**src/rtl/ddr_trk_pkg.sv**
```systemverilog
package ddr_trk_pkg;

    typedef enum logic [2:0] {
        CMD_NOP, CMD_ACT, CMD_RD, CMD_WR, CMD_PRE, CMD_REF, CMD_LMR, CMD_BST
    } cmd_e;

    typedef enum logic [1:0] {
        PWR_NORM = 2'd0,
        PWR_PPD  = 2'd1,
        PWR_APD  = 2'd2,
        PWR_SREF = 2'd3
    } pwr_e;

    localparam int STB_ACT = 0;
    localparam int STB_RD  = 1;
    localparam int STB_WR  = 2;
    localparam int STB_PRE = 3;
    localparam int STB_REF = 4;
    localparam int STB_LMR = 5;
    localparam int STB_BST = 6;
    localparam int STB_N   = 7;

endpackage

```
**src/rtl/ddr_trk_decode.sv**
```systemverilog
module ddr_trk_decode
    import ddr_trk_pkg::*;
(
    input  logic cs_n,
    input  logic ras_n,
    input  logic cas_n,
    input  logic we_n,
    output cmd_e cmd
);

    always_comb begin
        if (cs_n) begin
            cmd = CMD_NOP;               // deselected: everything masked
        end else begin
            unique case ({ras_n, cas_n, we_n})
                3'b011:  cmd = CMD_ACT;
                3'b101:  cmd = CMD_RD;
                3'b100:  cmd = CMD_WR;
                3'b010:  cmd = CMD_PRE;
                3'b001:  cmd = CMD_REF;
                3'b000:  cmd = CMD_LMR;
                3'b110:  cmd = CMD_BST;
                default: cmd = CMD_NOP;
            endcase
        end
    end

endmodule

```
**src/rtl/ddr_trk_bank.sv**
```systemverilog
module ddr_trk_bank #(
    parameter int ROW_W = 13
) (
    input  logic             clk,
    input  logic             rst,
    input  logic             open_en,
    input  logic             close_en,
    input  logic [ROW_W-1:0] row_in,
    output logic             is_open,
    output logic [ROW_W-1:0] row
);

    typedef struct packed {
        logic             open;
        logic [ROW_W-1:0] row;
    } bank_t;

    bank_t s_d, s_q;

    always_comb begin
        s_d = s_q;
        if (close_en) begin
            s_d.open = 1'b0;
        end
        if (open_en) begin
            s_d.open = 1'b1;
            s_d.row  = row_in;
        end
    end

    always_ff @(posedge clk) begin
        if (rst) begin
            s_q <= '0;
        end else begin
            s_q <= s_d;
        end
    end

    assign is_open = s_q.open;
    assign row     = s_q.row;

endmodule

```
**src/rtl/ddr_cmd_tracker.sv**
```systemverilog
module ddr_cmd_tracker
    import ddr_trk_pkg::*;
#(
    parameter int ADDR_W = 13,
    parameter int BA_W   = 2,
    parameter int AP_BIT = 10
) (
    input  logic                          clk,
    input  logic                          rst,
    input  logic                          cke,
    input  logic                          cs_n,
    input  logic                          ras_n,
    input  logic                          cas_n,
    input  logic                          we_n,
    input  logic [BA_W-1:0]               ba,
    input  logic [ADDR_W-1:0]             addr,
    output logic [STB_N-1:0]              cmd_stb,
    output logic [BA_W-1:0]               cmd_bank,
    output logic [ADDR_W-1:0]             cmd_addr,
    output logic [(1<<BA_W)-1:0]          pre_mask,
    output logic                          auto_pre,
    output logic                          mr_base_ld,
    output logic                          mr_ext_ld,
    output logic                          cmd_err,
    output logic [1:0]                    pwr_state,
    output logic [(1<<BA_W)-1:0]          bank_open,
    output logic [(1<<BA_W)*ADDR_W-1:0]   bank_row
);

    localparam int BANKS = 1 << BA_W;

    typedef struct packed {
        logic [STB_N-1:0]  stb;
        logic [BA_W-1:0]   bank;
        logic [ADDR_W-1:0] addr;
        logic [BANKS-1:0]  pmask;
        logic              ap;
        logic              mb;
        logic              me;
        logic              err;
        pwr_e              pwr;
    } trk_t;

    trk_t             r_d, r_q;
    cmd_e             cmd;
    logic [BANKS-1:0] open_en;
    logic [BANKS-1:0] close_en;
    logic [BANKS-1:0] open_vec;
    logic [BANKS-1:0] ba_dec;
    logic             any_open;

    ddr_trk_decode u_dec (
        .cs_n  (cs_n),
        .ras_n (ras_n),
        .cas_n (cas_n),
        .we_n  (we_n),
        .cmd   (cmd)
    );

    for (genvar g = 0; g < BANKS; g++) begin : g_bank
        ddr_trk_bank #(.ROW_W(ADDR_W)) u_bank (
            .clk      (clk),
            .rst      (rst),
            .open_en  (open_en[g]),
            .close_en (close_en[g]),
            .row_in   (addr),
            .is_open  (open_vec[g]),
            .row      (bank_row[g*ADDR_W +: ADDR_W])
        );
    end

    assign any_open = |open_vec;
    assign ba_dec   = {{(BANKS-1){1'b0}}, 1'b1} << ba;

    always_comb begin
        r_d       = r_q;
        r_d.stb   = '0;
        r_d.pmask = '0;
        r_d.ap    = 1'b0;
        r_d.mb    = 1'b0;
        r_d.me    = 1'b0;
        r_d.err   = 1'b0;
        r_d.bank  = ba;
        r_d.addr  = addr;
        open_en   = '0;
        close_en  = '0;
        unique case (r_q.pwr)
            PWR_NORM: begin
                if (!cke) begin
                    // power-down entry: the command itself is not decoded
                    if (cmd == CMD_REF && any_open) begin
                        r_d.err = 1'b1;
                    end
                    if (cmd == CMD_REF && !any_open) begin
                        r_d.pwr = PWR_SREF;
                    end else if (any_open) begin
                        r_d.pwr = PWR_APD;
                    end else begin
                        r_d.pwr = PWR_PPD;
                    end
                end else begin
                    unique case (cmd)
                        CMD_ACT: begin
                            if (open_vec[ba]) begin
                                r_d.err = 1'b1;
                            end else begin
                                r_d.stb[STB_ACT] = 1'b1;
                                open_en          = ba_dec;
                            end
                        end
                        CMD_RD, CMD_WR: begin
                            r_d.addr[AP_BIT] = 1'b0;
                            if (!open_vec[ba]) begin
                                r_d.err = 1'b1;
                            end else begin
                                r_d.stb[(cmd == CMD_RD) ? STB_RD : STB_WR] = 1'b1;
                                r_d.ap = addr[AP_BIT];
                                if (addr[AP_BIT]) begin
                                    close_en = ba_dec;
                                end
                            end
                        end
                        CMD_PRE: begin
                            r_d.stb[STB_PRE] = 1'b1;
                            r_d.pmask        = addr[AP_BIT] ? '1 : ba_dec;
                            close_en         = r_d.pmask;
                        end
                        CMD_REF: begin
                            if (any_open) begin
                                r_d.err = 1'b1;
                            end else begin
                                r_d.stb[STB_REF] = 1'b1;
                            end
                        end
                        CMD_LMR: begin
                            r_d.stb[STB_LMR] = 1'b1;
                            r_d.mb           = ~ba[0];
                            r_d.me           = ba[0];
                        end
                        CMD_BST: begin
                            r_d.stb[STB_BST] = 1'b1;
                        end
                        default: ;
                    endcase
                end
            end
            default: begin
                // power-down or self-refresh: only clock enable is watched
                if (cke) begin
                    r_d.pwr = PWR_NORM;
                end
            end
        endcase
    end

    always_ff @(posedge clk) begin
        if (rst) begin
            r_q <= '0;
        end else begin
            r_q <= r_d;
        end
    end

    assign cmd_stb    = r_q.stb;
    assign cmd_bank   = r_q.bank;
    assign cmd_addr   = r_q.addr;
    assign pre_mask   = r_q.pmask;
    assign auto_pre   = r_q.ap;
    assign mr_base_ld = r_q.mb;
    assign mr_ext_ld  = r_q.me;
    assign cmd_err    = r_q.err;
    assign bank_open  = open_vec;
    // self-refresh exit follows clock enable without waiting for an edge
    assign pwr_state  = (r_q.pwr == PWR_SREF && cke) ? PWR_NORM : r_q.pwr;

endmodule

```
**config.mk**
```make
export PLATFORM = sky130hd
export DESIGN_NAME = ddr_cmd_tracker
export DESIGN_NICKNAME = d
export VERILOG_FILES = /design/src/rtl/ddr_trk_pkg.sv /design/src/rtl/ddr_trk_decode.sv /design/src/rtl/ddr_trk_bank.sv /design/src/rtl/ddr_cmd_tracker.sv
export SDC_FILE = /design/constraint.sdc
export NUM_CORES = 1
export LEC_CHECK = 0
export ABC_AREA = 1
export CELL_PAD_IN_SITES_DETAIL_PLACEMENT = 1
export CELL_PAD_IN_SITES_GLOBAL_PLACEMENT = 2
export CORE_MARGIN = 2
export CORE_UTILIZATION = 28
export CTS_BUF_LIST = sky130_fd_sc_hd__clkbuf_16
export CTS_CLUSTER_DIAMETER = 50
export CTS_CLUSTER_SIZE = 16
export DETAILED_ROUTE_END_ITERATION = 6
export GPL_TIMING_DRIVEN = 0
export HOLD_SLACK_MARGIN = 0.02
export PLACE_DENSITY_LB_ADDON = 0.1
export SKIP_CTS_REPAIR_TIMING = 1
export SLEW_MARGIN = 40
export SYNTH_ARGS = -nofsm -noshare
export SYNTH_HDL_FRONTEND = slang
export SYNTH_SLANG_ARGS = --single-unit
```
**constraint.sdc**
```tcl
create_clock -name clk -period 2.3 [get_ports clk]
set_input_delay 0.345 -clock clk [delete_from_list [all_inputs] [get_ports clk]]
set_output_delay 0.345 -clock clk [all_outputs]
set_load 0.01 [all_outputs]
```
==> results.cfg <==
[clock_tree]
h-tree-depth = 3
clockRootBuffer = clkbuf_16
cts_tree = yes
clkTransAtPathRegs_ns = 0.06
cts_buffers = 9
clockBufferDepth = 2
cts_sinks = 88
insertion_delay_ns = 0.35

[floorplanning]
die_x_um = 119.6
row_count = 42
io_pins = 110
initial_core_util = 0.2848
die-area_mm2 = 0.01430
die_h_um = 119.6
coreArea_mm2 = 0.01314

[detailed_routing]
antenna_left = 0
drtIter0Drc = 143
dr.pass1.iters = 4
totalWireLength_um = 11840
drc = 0
wl_per_cell_um = 14.56
vias_per_cell = 4.344
num_vias = 3532

[critical_path]
path_common_cell = nand2_1
rrSetupSlack_ns = 0.53
path_cells = clkdlybuf4s50_1 > inv_2 > nand2_1 > nand2_1 > nand2_1 > nand2_2 > buf_6 > nor3_4 > buf_6 > nand3_1 > nand2_1 > nor2_1
slowest_stage = clkdlybuf4s50_1
r2r_cells = 7
cp.arrival_ns = 2.34
slowest_delay_ns = 0.65
worstSetupEndpointType = register
path_max_fanout = 10
worstSetupPathType = input port to register
start_kind = input port
crit_required_ns = 2.53

[cells_and_area]
mostFrequentLayoutCells = nand2_1 (112), nor2_1 (111), clkdlybuf4s50_1 (109)
diodes = 0
final_common_cell = nand2_1
nNetsFinal = 655
areaGrowthSynthToFinish_pct = 42.58
post-route-util = 0.4060
drive_above_1_share = 0.1068
layout.cells.non_filler = 813

[yosys]
synth_cell_types = 28
ys_ff_latch = 88
synthArstFlopShare = 0
synth_top_area_cell = dfxtp_1
synth_cells = 512
synth_top_area_frac = 0.4709
netlist_top_cells_area = dfxtp_1 (47%), nand2_1 (11%), nor2_1 (11%)
mappedNetlistArea_mm2 = 0.003741
synth_seq_area_share = 0.4709
synth_enable_flop_cells = 0
synth_area_per_cell_um2 = 7.307
yosys_warnings = 0
synth_nets = 535
synth_ff_type = dfxtp_1

[outcome]
status = complete, no violations

[global_routing]
grt_pass1_vias = 3549
grt_pass1_wl_um = 18690
grt_max_degree = 14
overflow = 0
antenna_found_initial = 0
grt_usage = 0.1711

[min_path]
hold_depth = 2
hp-class = register to register

[place]
dp_hpwl_um = 9146
gp_congestion = 0.7921
numPortBuffers = 109
dp_cells = 797

[timing]
final_hold_viol_count = 0
totalNegativeSetupSlack_ns = 0
relSlewSlack = 0.6365
layout_worst_path_cycle_share = 0.9149
setup_violations = 0
tightestPinTransition_ns = 0.5452
rsz0062_at_grt = false
fmax_mhz = 475.2
hold_slack_ns = 0.4809
drv_slew = 0
clock_skew_ns = 0.007673
min_period_ns = 2.104

[power_and_ir_drop]
power.density_mw_per_mm2 = 674.2
peakVddDrop_mv = 0.2658
p_leak_nw = 2.359

[run]
drv_cap = 0
-- flip-flops by register name, summed over array words and instances (netlist names) --
register,flops
auto_pre,1
cmd_stb,7
r_q,2
mr_base_ld,1
cmd_bank,2
cmd_addr,13
pre_mask,4
mr_ext_ld,1
g_bank.u_bank.is_open,4
cmd_err,1
g_bank.u_bank.row,52
-- synthesized netlist by cell type, types with 3 or more instances --
cell type    n
nand2_2      4
buf_4       32
clkbuf_1     7
buf_6        6
a21oi_1     32
o21ai_0      6
buf_2        3
nand4_1      4
nor2_1     111
nand2_1    112
inv_1       51
nor3_1       6
dfxtp_1     88
buf_1        5
nand3_1     27
-- area by class of cell --
class | instances | area, µm²
Timing Repair Buffer | 109 | 1091
Clock buffer | 9 | 225.2
Buffer | 53 | 367.9
Clock inverter | 7 | 56.30
Tap cell | 176 | 220.2
Fill cell | 1626 | 7804
Multi-Input combinational cell | 317 | 1395
Inverter | 54 | 216.5
Sequential cell | 88 | 1762
-- final timing paths --
path                            from                  endpoint
max reg2reg                   r_q[0]   g_bank[3].u_bank.row[8]
min          g_bank[0].u_bank.row[7]   g_bank[0].u_bank.row[7]
min reg2reg  g_bank[0].u_bank.row[7]   g_bank[0].u_bank.row[7]
max                            ba[0]  g_bank[1].u_bank.row[11]
-- through the flow --
stage	power [mW]	setup WS (ns)	cell area [µm²]
2_1_floorplan	1.959	0.8467	3741
3_3_place_gp	2.207	-0.08932	5052
3_5_place_dp	2.223	-0.1760	5052
4_1_cts	3.658	0.1998	5334
5_1_grt	3.780	0.02428	5334
6_report	3.596	0.1958	5334
-- power breakdown --
part | switching (mW) | leakage [nW] | internal (mW) | total (mW)
Clock | 0.593 | 0.144 | 0.822 | 1.42
Combinational | 0.363 | 1.50 | 0.226 | 0.588
Sequential | 0.0249 | 0.714 | 1.57 | 1.59
-- critical path: cells and delay by family --
kind	cells	cell delay, ns
buffers and inverters	4	1.13
AND/OR/NAND/NOR	8	0.85
-- layer usage --
metal	vias to the layer above	global-route usage	wire length, µm
met1	1643	0.2180	5328
met3	13	0.04468	742
met4	0	0.06765	210
met2	90	0.2761	5556
met5	-	0	0
li1	1786	-	-
-- logic make-up (layout without fill, tap and decap cells) --
family | Yosys count | count (layout) | share of synthesized area
AOI/OAI and AO/OA | 44 | 44 | 0.06355
adders and majority gates | 1 | 1 | 0.003344
buffers and inverters | 107 | 232 | 0.1562
DFF | 88 | 88 | 0.4709
and+or+nand+nor | 272 | 272 | 0.3060
Note: power is estimated with default switching activity, not from simulation.
